`src/rtl/csel_pkg.sv`:
```
package csel_pkg;
  typedef enum logic [2:0] {
    ST_IDLE   = 3'd0,
    ST_RUN    = 3'd1,
    ST_SQUASH = 3'd2,
    ST_TRAP   = 3'd3,
    ST_FTRAP  = 3'd4
  } thr_status_e;

  typedef enum logic [1:0] {
    POL_GREEDY  = 2'd0,
    POL_ROTATE  = 2'd1,
    POL_AGE     = 2'd2,
    POL_AGE_ALT = 2'd3
  } commit_pol_e;

  function automatic logic status_can_commit(input logic [2:0] st);
    return (st == ST_IDLE) || (st == ST_RUN) || (st == ST_FTRAP);
  endfunction
endpackage

```
`src/rtl/csel_rr_order.sv`:
```
module csel_rr_order #(
  parameter int N_THREADS = 4,
  parameter int TID_W     = 2
) (
  input  logic                 clk,
  input  logic                 rst,
  input  logic [N_THREADS-1:0] cand_i,
  input  logic                 advance_i,
  output logic                 hit_o,
  output logic [TID_W-1:0]     tid_o
);
  logic [TID_W-1:0] order_q [N_THREADS];
  logic [TID_W-1:0] order_d [N_THREADS];
  logic [TID_W-1:0] pos;

  always_comb begin
    hit_o = 1'b0;
    pos   = '0;
    for (int p = 0; p < N_THREADS; p++) begin
      if (!hit_o && cand_i[order_q[p]]) begin
        hit_o = 1'b1;
        pos   = TID_W'(p);
      end
    end
    tid_o = order_q[pos];
  end

  always_comb begin
    for (int p = 0; p < N_THREADS; p++) begin
      if (TID_W'(p) < pos)          order_d[p] = order_q[p];
      else if (p < N_THREADS - 1)   order_d[p] = order_q[(p < N_THREADS - 1) ? p + 1 : p];
      else                          order_d[p] = tid_o;
    end
  end

  always_ff @(posedge clk) begin
    if (rst) begin
      for (int p = 0; p < N_THREADS; p++) order_q[p] <= TID_W'(p);
    end else if (advance_i && hit_o) begin
      for (int p = 0; p < N_THREADS; p++) order_q[p] <= order_d[p];
    end
  end
endmodule

```
`src/rtl/csel_age_pick.sv`:
```
module csel_age_pick #(
  parameter int N_THREADS = 4,
  parameter int SEQ_W     = 16,
  parameter int TID_W     = 2
) (
  input  logic [N_THREADS-1:0]            cand_i,
  input  logic [N_THREADS-1:0][SEQ_W-1:0] seq_i,
  output logic                            hit_o,
  output logic [TID_W-1:0]                tid_o
);
  logic [SEQ_W-1:0] best;

  always_comb begin
    hit_o = 1'b0;
    tid_o = '0;
    best  = '0;
    for (int t = 0; t < N_THREADS; t++) begin
      if (cand_i[t] && (!hit_o || seq_i[t] < best)) begin
        hit_o = 1'b1;
        best  = seq_i[t];
        tid_o = TID_W'(t);
      end
    end
  end
endmodule

```
`src/rtl/smt_commit_selector.sv`:
```
module smt_commit_selector #(
  parameter int N_THREADS = 4,
  parameter int SEQ_W     = 16,
  parameter int TID_W     = (N_THREADS > 1) ? $clog2(N_THREADS) : 1
) (
  input  logic                            clk,
  input  logic                            rst,
  input  logic                            query_i,
  input  logic [1:0]                      policy_i,
  input  logic [N_THREADS-1:0][2:0]       status_i,
  input  logic [N_THREADS-1:0]            head_ready_i,
  input  logic [N_THREADS-1:0]            rob_empty_i,
  input  logic [N_THREADS-1:0][SEQ_W-1:0] head_seq_i,
  output logic                            sel_valid_o,
  output logic [TID_W-1:0]                sel_tid_o
);
  import csel_pkg::*;

  logic [N_THREADS-1:0] elig;

  for (genvar t = 0; t < N_THREADS; t++) begin : g_elig
    assign elig[t] = status_can_commit(status_i[t]);
  end

  if (N_THREADS == 1) begin : g_single
    assign sel_valid_o = elig[0];
    assign sel_tid_o   = '0;
  end else begin : g_multi
    logic             use_rr;
    logic             rr_hit, age_hit;
    logic [TID_W-1:0] rr_tid, age_tid;

    assign use_rr = (policy_i == POL_ROTATE);

    csel_rr_order #(.N_THREADS(N_THREADS), .TID_W(TID_W)) u_rr (
      .clk       (clk),
      .rst       (rst),
      .cand_i    (elig & head_ready_i),
      .advance_i (query_i && use_rr),
      .hit_o     (rr_hit),
      .tid_o     (rr_tid)
    );

    csel_age_pick #(.N_THREADS(N_THREADS), .SEQ_W(SEQ_W), .TID_W(TID_W)) u_age (
      .cand_i (elig & head_ready_i & ~rob_empty_i),
      .seq_i  (head_seq_i),
      .hit_o  (age_hit),
      .tid_o  (age_tid)
    );

    always_comb begin
      sel_valid_o = use_rr ? rr_hit : age_hit;
      sel_tid_o   = '0;
      if (sel_valid_o) sel_tid_o = use_rr ? rr_tid : age_tid;
    end
  end
endmodule

```
`config.mk`:
```
export PLATFORM = sky130hd
export DESIGN_NAME = smt_commit_selector
export DESIGN_NICKNAME = d
export VERILOG_FILES = /design/src/rtl/csel_pkg.sv /design/src/rtl/csel_rr_order.sv /design/src/rtl/csel_age_pick.sv /design/src/rtl/smt_commit_selector.sv
export SDC_FILE = /design/constraint.sdc
export NUM_CORES = 1
export LEC_CHECK = 0
export BUFFER_PORTS_ARGS = -buffer_cell sky130_fd_sc_hd__buf_4
export CORE_MARGIN = 2
export CORE_UTILIZATION = 45
export CTS_BUF_LIST = sky130_fd_sc_hd__clkbuf_16
export CTS_CLUSTER_SIZE = 12
export DETAILED_ROUTE_END_ITERATION = 8
export MAX_ROUTING_LAYER = met4
export PLACE_DENSITY_LB_ADDON = 0.1
export SLEW_MARGIN = 0
export SYNTH_ARGS = -nofsm -noshare
export SYNTH_HDL_FRONTEND = slang
export SYNTH_HIERARCHICAL = 1
export SYNTH_SLANG_ARGS = --single-unit
export TNS_END_PERCENT = 50
```
`constraint.sdc`:
```
create_clock -name clk -period 17.2 [get_ports clk]
set_input_delay 0.86 -clock clk [delete_from_list [all_inputs] [get_ports clk]]
set_output_delay 0.86 -clock clk [all_outputs]
set_load 0.02 [all_outputs]
```
======== Word level (Yosys, flattened, before mapping) ========
Memories as Yosys holds them, arrays and structs flattened.
Cells that the tools add are included.
storage, ports and cells
  memories ................................ 1
  input bits .............................. 89
  logic and storage cells ................. 98
  output and inout bits ................... 3
  bits in registers ....................... 0
  bits in writable memories ............... 8
operators by class
  reductions and logical operators ........ 29
  muxes and demuxes ....................... 41
  bitwise logic cells ..................... 7
  magnitude comparators ................... 11
  equal/unequal tests ..................... 9
memories
  memory                depth  width  read ports  clocked after memory_dff  write ports  RTL line             text
  g_multi.u_rr.order_q  4      2      5           0                         4            csel_rr_order.sv:12  logic [TID_W-1:0] order_q [N_THREADS];
operator list
  kind                                                                   number
  16-bit < comparator                                                    3
  16-bit two-way mux                                                     3
  2-bit two-way mux                                                      14
  1-bit two-way mux                                                      20
  3-bit by 1-bit equality test with 1-bit output, second input constant  4
  3-bit equality test, second input constant                             4
  3-bit zero test                                                        4
  2-bit by 3-bit < comparator with 1-bit output, second input constant   4
  1-bit logical OR                                                       11
  4-bit bitwise AND                                                      2
  1-bit binary-select mux with 2-bit select                              4
  1-bit logical AND                                                      8
  1-bit zero test                                                        6
  1-bit by 2-bit < comparator with 1-bit output, first input constant    2
  2-bit < comparator, first input constant                               2
  4-bit inverter                                                         1
  1-bit bitwise OR                                                       4
  2-bit by 1-bit equality test with 1-bit output, second input constant  1

======== Depth between registers and ports, before layout ========
Gate-level depths: netlist of the first run.
  depth in word-level cells ............... 21
  mapped depth ............................ 33
  gate-level depth less buffers ........... 29

======== Cells and area by module ========
The synthesis of the first run kept the hierarchy.
by module, submodules not included
  module               area each (um^2)  instances  cells each  seq. area each (um^2)
  csel_age_pick        1649.1            1          224         0.0
  csel_rr_order        645.6             1          60          240.2
  smt_commit_selector  176.4             1          22          0.0

======== Worst setup path before layout of the first run ========
Ideal clock, no wire load.
  path type ............................... in2out
  start ................................... input port head_ready_i[0]
  end ..................................... output port sel_tid_o[1]
  path buffers ............................ 4
  data required time ...................... 16340 ps
  cell stages on the path ................. 32
  data arrival time ....................... 7315 ps
  setup slack ............................. 9025 ps
  cells stage by stage .................... inv_1 a2111oi_2 clkbuf_1 clkbuf_1 nand2_1 ha_1 a21o_1 a221o_1 a22o_1 o31ai_2 nand2_1 clkbuf_1 o2bb2a_1 inv_1 ha_1 o21ai_1 or4_1 nand2b_1 and3_1 inv_1 o21ai_4 buf_6 mux2i_1 ha_1 or4_1 nor2_1 nor3_1 nor4_1 o21ai_1 o2111ai_1 nand2_1 mux2i_1
between the ends
  cells in the longest elaborated chain, start to end .. 17
  elaborated cells between the ends (all ways) .. 48
  classes of those cells .................. 3 x order compare; 27 x mux; 2 x bitwise; 15 x reduce/logical; 1 x memory
RTL lines
  what                                                            RTL line                   text
  from (decl)                                                     smt_commit_selector.sv:11  input logic [N_THREADS-1:0] head_ready_i,
  4-bit bitwise AND * (2 in a row)                                smt_commit_selector.sv:45  .cand_i (elig & head_ready_i & ~rob_empty_i),
  16-bit two-way mux / 1-bit two-way mux (equally long branches)  csel_age_pick.sv:18        if (cand_i[t] && (!hit_o || seq_i[t] < best)) begin
  16-bit < comparator / 1-bit zero test (equally long branches)   csel_age_pick.sv:18
  1-bit logical OR                                                csel_age_pick.sv:18
  1-bit logical AND                                               csel_age_pick.sv:18
  16-bit two-way mux / 1-bit two-way mux (equally long branches)  csel_age_pick.sv:18
  16-bit < comparator / 1-bit zero test (equally long branches)   csel_age_pick.sv:18
  1-bit logical OR                                                csel_age_pick.sv:18
  1-bit logical AND                                               csel_age_pick.sv:18
  16-bit two-way mux / 1-bit two-way mux (equally long branches)  csel_age_pick.sv:18
  16-bit < comparator / 1-bit zero test (equally long branches)   csel_age_pick.sv:18
  1-bit logical OR                                                csel_age_pick.sv:18
  1-bit logical AND                                               csel_age_pick.sv:18
  2-bit two-way mux *                                             csel_age_pick.sv:18
  via g_multi.age_tid[1]                                          smt_commit_selector.sv:31  logic [TID_W-1:0] rr_tid, age_tid;
  2-bit two-way mux * (2 in a row)                                smt_commit_selector.sv:54  if (sel_valid_o) sel_tid_o = use_rr ? rr_tid : age_tid;
  to (decl)                                                       smt_commit_selector.sv:15  output logic [TID_W-1:0] sel_tid_o
Mark *: on every way through the listed nets, which the timed path passes. The rest lies on a longest branch. The select of a mux whose other input is x is not followed.

======== Worst setup path in the final report of the first run ========
Same ends and word-level chain as after synthesis.

==> results of run 1 <==
-- routing by layer --
metal  vias to the layer above  wire length (um)  GRT usage (%)
met2                        80              3050           37.0
met4                         0                38           1.40
met3                         4               421           3.56
li1                       1333                 -              -
met5                         -                 0              -
met1                      1180              3390           34.1
-- worst max path at each step --
stage | to | slack [ns]
2_1_floorplan | sel_tid_o[1] | 9.02
3_3_place_gp | sel_tid_o[1] | 8.12
3_5_place_dp | sel_tid_o[1] | 8.14
4_1_cts | sel_tid_o[1] | 8.11
5_1_grt | sel_tid_o[0] | 7.53
6_report | sel_tid_o[1] | 8.11
-- worst max-delay path: cells and delay by family --
| kind | cells | cell delay, ns |
|---|---|---|
| simple gates | 12 | 2.97 |
| compound gates | 8 | 2.74 |
| fa+ha+maj | 3 | 0.90 |
| buf+inv | 5 | 0.45 |
| mux | 2 | 0.33 |
-- power by group --
| part | internal (W) | total [W] | switching, W |
|---|---|---|---|
| Combinational | 0.0000328 | 0.0000641 | 0.0000313 |
| Clock | 0.0000298 | 0.0000377 | 0.00000788 |
| Sequential | 0.0000223 | 0.0000230 | 0.000000716 |
-- cells in the mapped netlist, types with 5 or more instances --
cell      instances  area share, %
a211oi_1          6            1.8
a21oi_1          18            3.6
and2_1            7            1.8
edfxtp_1          8            9.7
ha_1             45             23
inv_1            26            3.9
mux2i_1          22            8.9
nand2_1          35            5.3
nand2b_1          7            1.8
nor2_1           27            4.1
nor3_1            5            1.0
o21ai_0          11            2.2
o21ai_1           5            1.0
o2bb2a_1         14            5.7
-- layout make-up --
type	count	area, um2
multi-input combinational	265	2100
inverter	26	97.6
sequential	8	240
clock buffer	3	75.1
tap	70	87.6
fill	458	1920
timing repair buffer	91	683
-- logic make-up after synthesis --
logic type / count (synthesis) / synth area share, %
fa+ha+maj: 45 / 22.8
buf+inv: 33 / 5.77
flops: 8 / 9.72
simple gates: 111 / 22.9
mux: 27 / 13.2
compound gates: 82 / 25.6
-- per-stage QoR --
stage	utilization, %	hold WS [ns]	total power, W
finish	63.1	0.607	0.000125
floorplan	-	0.552	0.0000601
detailed placement	61.7	0.583	0.0000868
global route	63.1	0.636	0.000134
global placement	61.7	0.583	0.0000857
CTS	63.1	0.603	0.000125
==> impl_metrics.ini, run 1 <==
[final_layout]
top_regs = g_multi.u_rr/order_q (8)
finalNetCount = 529
antenna_cells = 0
largest_register_ffs = 8
area_delta_synth_final_pct = 32.9
finalInstanceArea_um2 = 3280
final_common_cell = buf_4
drive_gt1_share_pct = 28.8
layout.cells.non_filler = 463
largest-register = g_multi.u_rr/order_q
final_cell_mix = buf_4 (91), ha_1 (45), nand2_1 (35)

[grt]
antenna_found_initial = 0
grt_pass1_vias = 2513
track_usage_pct = 23.7
gr-total-overflow = 0
grt_max_degree = 22
grt_first_pass_wirelength_um = 11600

[clock_tree]
clock-sinks = 8
hold_buffers = 0
ctsResizeCount = 0
post-cts-setup-buffers = 0
cts.clk_slew.worst_paths_ns = 0.03
cts_buffer_depth = 2
cts_buffers = 3
clk_latency_ns = 0.23
root_buffer = clkbuf_16
cts_tree = yes
ctsHtreeMaxLevel = 1

[yosys]
ys.flop_type = edfxtp_1
synth_area_per_cell_um2 = 8.08
async_reset_ff_share_pct = 0
synth_fp_nets = 440
syn_inst = 306
ys_types = 53
synth_area_um2 = 2470
ys.warnings.count = 6
ys_ff_latch = 8
synth_edf_count = 8
ys_seq_area_share_pct = 9.72

[timing]
rsz0062_at_grt = false
final_max_slew_viol_count = 0
setup_tns_ns = 0
min_period_over_period_pct = 52.8
final-setup-viol-count = 0
slew_headroom_pct = 28.3
fin_skew_ns = 0.00123
min_period_ns = 9.09
max_clock_freq_mhz = 110
worst_slack_ns = 8.11
hold_viol = 0
worst_pin_slew_ns = 1.08

[worst_setup_path]
cp-start-kind = input port
timing.rr.start = g_multi.u_rr/order_q[2][0]
required_ns = 16.34
critPathSlowestCell = a2111oi_4
critPathLaunch = head_ready_i[0]
arrival_ns = 8.23
worst-r2r-setup-slack_ns = 15.28
critPathMaxStageDelay_ns = 0.96
r2r-end = g_multi.u_rr/order_q[3][0]
cp_max_fo = 21
r2r_cells = 4
setup.worst_path.end_class = output pin
crit_type = input port to output pin

[placed_design]
dp_cells = 460
dpl.hpwl_um = 5850
dpl_cell_area_um2 = 3210
pre_cts_slack_ns = 8.14
routabilityCongestion = 0.907
io_buffer_count = 91

[hold_path]
min_to = g_multi.u_rr/order_q[1][1]
hp-class = register to register
worstHoldStart = g_multi.u_rr/order_q[2][1]
hold_depth = 1

[pwr]
p_per_area_nw_per_um2 = 38.0
max-vdd-ir-drop_v = 0.0000495
leakagePower_nw = 1.45

[die]
die_x_um = 78.1
die_area_um2 = 6100
num_io_pins = 92
placeableCoreArea_um2 = 5200
die_h_um = 78.1
placementRows = 26
initial_core_util_pct = 47.5

[drt]
routedWlPerCell_um = 14.9
ant_nets = 0
wl_um = 6900
routed-via-count = 2597
drtIter0Drc = 164
post-route-drc-count = 0
viasPerCell = 5.61
dr.pass1.iters = 4

[status]
outcome = finished, final reports clean

[job]
max_cap_viol_count = 0
Power figures use the tool's default switching activity.
==> run 2, diff against run 1 <==
--- a/config.mk
+++ b/config.mk
@@ -5,6 +5,7 @@
 export SDC_FILE = /design/constraint.sdc
 export NUM_CORES = 1
 export LEC_CHECK = 0
+export ABC_AREA = 1
 export BUFFER_PORTS_ARGS = -buffer_cell sky130_fd_sc_hd__buf_4
 export CORE_MARGIN = 2
 export CORE_UTILIZATION = 45
==> constraint.sdc (replaced) <==
create_clock -name clk -period 8.4 [get_ports clk]
set_input_delay 0.42 -clock clk [delete_from_list [all_inputs] [get_ports clk]]
set_output_delay 0.42 -clock clk [all_outputs]
set_load 0.02 [all_outputs]
==> run 2 against run 1 <==
Effect of this change: sequential share of layout area rose by 0.56 points; clock skew is 0.0010 ns higher; power up 110%; core utilization up 0.61 points; non-clock buffer count did not move; final area shrank 7.2%; worst setup slack got worse by 6.6 ns; die area is 8.5% lower; synthesized cell count up 20%; sequential power rose by 100%; critical endpoint unchanged; largest cell class unchanged; highest routed layer is now met3.
==> impl_metrics.ini, run 2 <==
[yosys]
synthTopCellsByArea = ha_1 (25%), nand2_1 (23%), edfxtp_1 (11%), o21ai_0 (7.6%), a21oi_1 (4.4%)
async_reset_ff_share_pct = 0
synth_top_area_cell = ha_1
synth_fp_nets = 502
synth_area_um2 = 2250
synth_top_area_share_pct = 25.0
ys_ff_latch = 8
post-synth-top-count-cell = nand2_1
netlist_top_cells_count = nand2_1 (138), ha_1 (45), o21ai_0 (34), inv_1 (21)
syn_inst = 368
ys_types = 26
ys.warnings.count = 6
synth_edf_count = 8
synth_area_per_cell_um2 = 6.12
ys.flop_type = edfxtp_1
ys_seq_area_share_pct = 10.7

[grt]
grt_first_pass_wirelength_um = 9910
antenna_found_initial = 0
track_usage_pct = 23.0
grt_pass1_vias = 2379
gr-total-overflow = 0
grt_max_degree = 34

[placed_design]
io_buffer_count = 91
dpl.hpwl_um = 5270
routabilityCongestion = 0.888

[die]
initial_core_util_pct = 47.0
placementRows = 25
placeableCoreArea_um2 = 4790
die_h_um = 74.7
num_io_pins = 92
die_x_um = 74.7
die_area_um2 = 5580

[status]
outcome = finished, final reports clean

[timing]
min_period_ns = 6.84
slew_headroom_pct = 21.5
final_max_slew_viol_count = 0
rsz0062_at_grt = false
fin_skew_ns = 0.00227
hold_viol = 0
max_clock_freq_mhz = 146
min_period_over_period_pct = 81.4
setup_tns_ns = 0
worst_pin_slew_ns = 1.17
final-setup-viol-count = 0

[clock_tree]
cts_buffer_depth = 2
clock-sinks = 8
ctsResizeCount = 0
cts_tree = yes
post-cts-setup-buffers = 0
cts.clk_slew.worst_paths_ns = 0.04
clk_latency_ns = 0.23
hold_buffers = 0
root_buffer = clkbuf_16
ctsHtreeMaxLevel = 1
cts_buffers = 3

[pwr]
p_per_area_nw_per_um2 = 86.8
switching_share_pct = 34.7
p_clk_share_pct = 30.5
max-vdd-ir-drop_v = 0.0000539
p_sw_w = 0.0000918
p_int_w = 0.000173
pwr-share-seq_pct = 17.7
leakagePower_nw = 1.68
combPwrFrac_pct = 51.8

[worst_setup_path]
r2r-end = g_multi.u_rr/order_q[1][1]
crit_type = input port to output pin
crit_top_cell = nand2_1
required_ns = 7.98
critPathSlowestCell = nor3_2
timing.rr.start = g_multi.u_rr/order_q[1][0]
arrival_ns = 6.42
critPathMaxStageDelay_ns = 0.88
cp-start-kind = input port
setup.worst_path.end_class = output pin
cp_max_fo = 33
worst-r2r-setup-slack_ns = 6.74
r2r_cells = 7

[final_layout]
final_cell_mix = nand2_1 (138), buf_4 (91), ha_1 (45)
top_regs = g_multi.u_rr/order_q (8)
antenna_cells = 0
finalNetCount = 588
multi_input_area_um2 = 1840
largest_register_ffs = 8
filler_cell_count = 461
largest-register = g_multi.u_rr/order_q
area_delta_synth_final_pct = 35.5
seq_area_um2 = 240
final_core_util_pct = 63.7
drive_gt1_share_pct = 29.0
final_common_cell = nand2_1

[drt]
post-route-drc-count = 0
ant_nets = 0
wl_um = 5930
drtIter0Drc = 76
routedWlPerCell_um = 11.4
routed-via-count = 2567
viasPerCell = 4.95
dr.pass1.iters = 4

[hold_path]
hp-class = input port to register
min_to = g_multi.u_rr/order_q[2][1]
worstHoldStart = rst
hold_depth = 3

[job]
max_cap_viol_count = 0
run 2: critical path: cells and delay by family:
family / cells / cell delay [ns]
buf+inv: 3 / 0.28
compound gates: 12 / 2.19
simple gates: 21 / 2.60
fa+ha+maj: 3 / 0.95
run 2: worst max-delay path by stage:
stage                            from  slack, ns           end
after floorplan           status_i[2]       2.72  sel_tid_o[1]
after global placement    status_i[2]       1.65  sel_tid_o[1]
after detailed placement  status_i[2]       1.55  sel_tid_o[1]
after CTS                 status_i[2]       1.53  sel_tid_o[1]
after global routing      status_i[2]       0.67  sel_tid_o[0]
final                     status_i[2]       1.56  sel_tid_o[1]
run 2: cell families (layout without fill, tap and decap cells):
family                   after synthesis  in the layout  synth area share [%]
flip-flops                             8              8                  10.7
buffers and inverters                 42            126                  7.62
adder cells (fa/ha/maj)               45             45                  25.0
AND/OR/NAND/NOR                      209            209                  41.4
AO/OA/AOI/OAI                         64             64                  15.3
run 2: per-stage QoR:
step	cell area, um2	hold slack, ns	worst slack, ns	instances	total power [W]
finish	3050	0.526	1.56	519	0.000265
global route	3050	0.537	0.668	519	0.000290
CTS	3050	0.520	1.53	519	0.000266
detailed placement	2970	0.600	1.55	516	0.000184
global placement	2970	0.575	1.65	516	0.000182
floorplan	2250	0.554	2.72	368	0.000132
run 2: layer usage:
layer	track usage, %	up-vias	wire [um]
li1	-	1404	-
met1	33.1	1082	3140
met2	35.1	81	2410
met3	3.21	0	382
met4	3.37	0	0
met5	-	-	0
run 2: area by class of cell:
cell class                      count  share of cell area [%]
Clock buffer                        3                    2.46
Inverter                           32                    4.02
Multi-Input combinational cell    318                    60.5
Sequential cell                     8                    7.88
Tap cell                           67                    2.75
Timing Repair Buffer               91                    22.4
run 2: power by group through the flow:
stage	combinational, W	sequential [W]	clock [W]
6_report	0.000137	0.0000470	0.0000807
5_1_grt	0.000157	0.0000472	0.0000850
4_1_cts	0.000137	0.0000470	0.0000820
3_5_place_dp	0.000137	0.0000476	0
3_3_place_gp	0.000134	0.0000475	0
2_1_floorplan	0.0000846	0.0000473	0
==> run 3, diff against run 2 <==
==> constraint.sdc (replaced) <==
create_clock -name clk -period 7.15 [get_ports clk]
set_input_delay 0.3575 -clock clk [delete_from_list [all_inputs] [get_ports clk]]
set_output_delay 0.3575 -clock clk [all_outputs]
set_load 0.02 [all_outputs]
==> run 3 against run 2 <==
Effect of this change: first-iteration DRC count rose by 47%; non-clock buffer count rose by 1; clock skew fell by 0.0021 ns; core utilization rose by 0.16 points; critical endpoint is now sel_tid_o[0]; register-to-register slack got worse by 1.2 ns; power rose by 18%; critical path depth rose by 1.
==> impl_metrics.ini, run 3 (same netlist as run 2, synthesis figures left out) <==
[timing]
max_clock_freq_mhz = 161
worst_pin_slew_ns = 0.561
min_period_ns = 6.22
slew_headroom_pct = 62.3
min_period_over_period_pct = 87.1
fin_skew_ns = 0.000146
setup_tns_ns = 0
rsz0062_at_grt = false
hold_viol = 0
final-setup-viol-count = 0
final_max_slew_viol_count = 0

[placed_design]
io_buffer_count = 91
dp_cells = 517
dpl.hpwl_um = 5340
dpl_cell_area_um2 = 2980
routabilityCongestion = 0.904

[clock_tree]
cts.clk_slew.worst_paths_ns = 0.04
root_buffer = clkbuf_16
cts_buffer_depth = 2
cts_buffers = 3
hold_buffers = 0
clock-sinks = 8
ctsResizeCount = 0
clk_latency_ns = 0.23
ctsHtreeMaxLevel = 1
cts_tree = yes
post-cts-setup-buffers = 0

[grt]
grt_pass1_vias = 2359
grt_first_pass_wirelength_um = 9950
track_usage_pct = 23.2
grt_max_degree = 34
gr-total-overflow = 0
antenna_found_initial = 0

[worst_setup_path]
arrival_ns = 5.87
setup.worst_path.end_class = output pin
crit_top_cell = nand2_1
critPathSlowestCell = o21ai_0
cp_max_fo = 33
required_ns = 6.79
crit_type = input port to output pin
cp-start-kind = input port
critPathMaxStageDelay_ns = 0.47

[drt]
viasPerCell = 4.99
ant_nets = 0
dr.pass1.iters = 4
drtIter0Drc = 112
wl_um = 5990
routedWlPerCell_um = 11.5
post-route-drc-count = 0
routed-via-count = 2596

[final_layout]
finalInstanceArea_um2 = 3060
filler_cell_count = 456
finalNetCount = 589
largest-register = g_multi.u_rr/order_q
antenna_cells = 0
final_cell_mix = nand2_1 (138), buf_4 (92), ha_1 (45)
drive_gt1_share_pct = 29.1
final_core_util_pct = 63.9
area_delta_synth_final_pct = 35.8
top_regs = g_multi.u_rr/order_q (8)
final_common_cell = nand2_1
largest_register_ffs = 8
layout.cells.non_filler = 520

[die]
num_io_pins = 92
die_x_um = 74.7
die_h_um = 74.7
die_area_um2 = 5580
placementRows = 25
initial_core_util_pct = 47.0
placeableCoreArea_um2 = 4790

[pwr]
leakagePower_nw = 1.69
max-vdd-ir-drop_v = 0.000116
p_per_area_nw_per_um2 = 102

[hold_path]
hp-class = input port to register

[job]
max_cap_viol_count = 0

[status]
outcome = finished, final reports clean
[run 3: cell type report]
class / count / area, um2 / area share [%]
Timing Repair Buffer: 92 / 691 / 22.6
Tap cell: 67 / 83.8 / 2.74
Sequential cell: 8 / 240 / 7.86
Inverter: 32 / 123 / 4.01
Multi-Input combinational cell: 318 / 1840 / 60.3
Clock buffer: 3 / 75.1 / 2.46
[run 3: layer usage]
layer  up-vias  track usage, %  wire [um]
met5         -               -          0
met4         0            2.18         15
met3         2            2.28        461
met2        87            35.2       2390
met1      1105            34.5       3120
li1       1402               -          -
[run 3: metrics by stage]
step / hold slack (ns) / setup WS, ns / total power [W]
finish: 0.461 / 0.925 / 0.000312
CTS: 0.467 / 0.941 / 0.000313
global placement: 0.576 / 1.04 / 0.000213
floorplan: 0.533 / 1.59 / 0.000155
detailed placement: 0.580 / 0.948 / 0.000217
global route: 0.482 / 0.305 / 0.000339
[run 3: worst paths after layout]
| path | start | endpoint | slack (ns) | cells after the start |
|---|---|---|---|---|
| worst max register to register | g_multi.u_rr/order_q[3][0] | g_multi.u_rr/order_q[2][0] | 5.52 | 11 |
| worst max-delay path | status_i[2] | sel_tid_o[0] | 0.93 | 40 |
| worst min register to register | g_multi.u_rr/order_q[1][1] | g_multi.u_rr/order_q[0][1] | 0.59 | 2 |
| worst min-delay path | rst | g_multi.u_rr/order_q[2][1] | 0.46 | 3 |
[run 3: critical path, delay by kind of cell]
family	cells	cell delay [ns]
compound gates	12	2.32
simple gates	21	1.69
fa+ha+maj	3	0.93
buf+inv	4	0.53
[run 3: report_power, final]
group | total [W] | switching, W | internal, W
Clock | 0.0000949 | 0.0000227 | 0.0000722
Combinational | 0.000162 | 0.0000845 | 0.0000776
Sequential | 0.0000552 | 0.00000127 | 0.0000539
Total | 0.000312 | 0.000108 | 0.000204
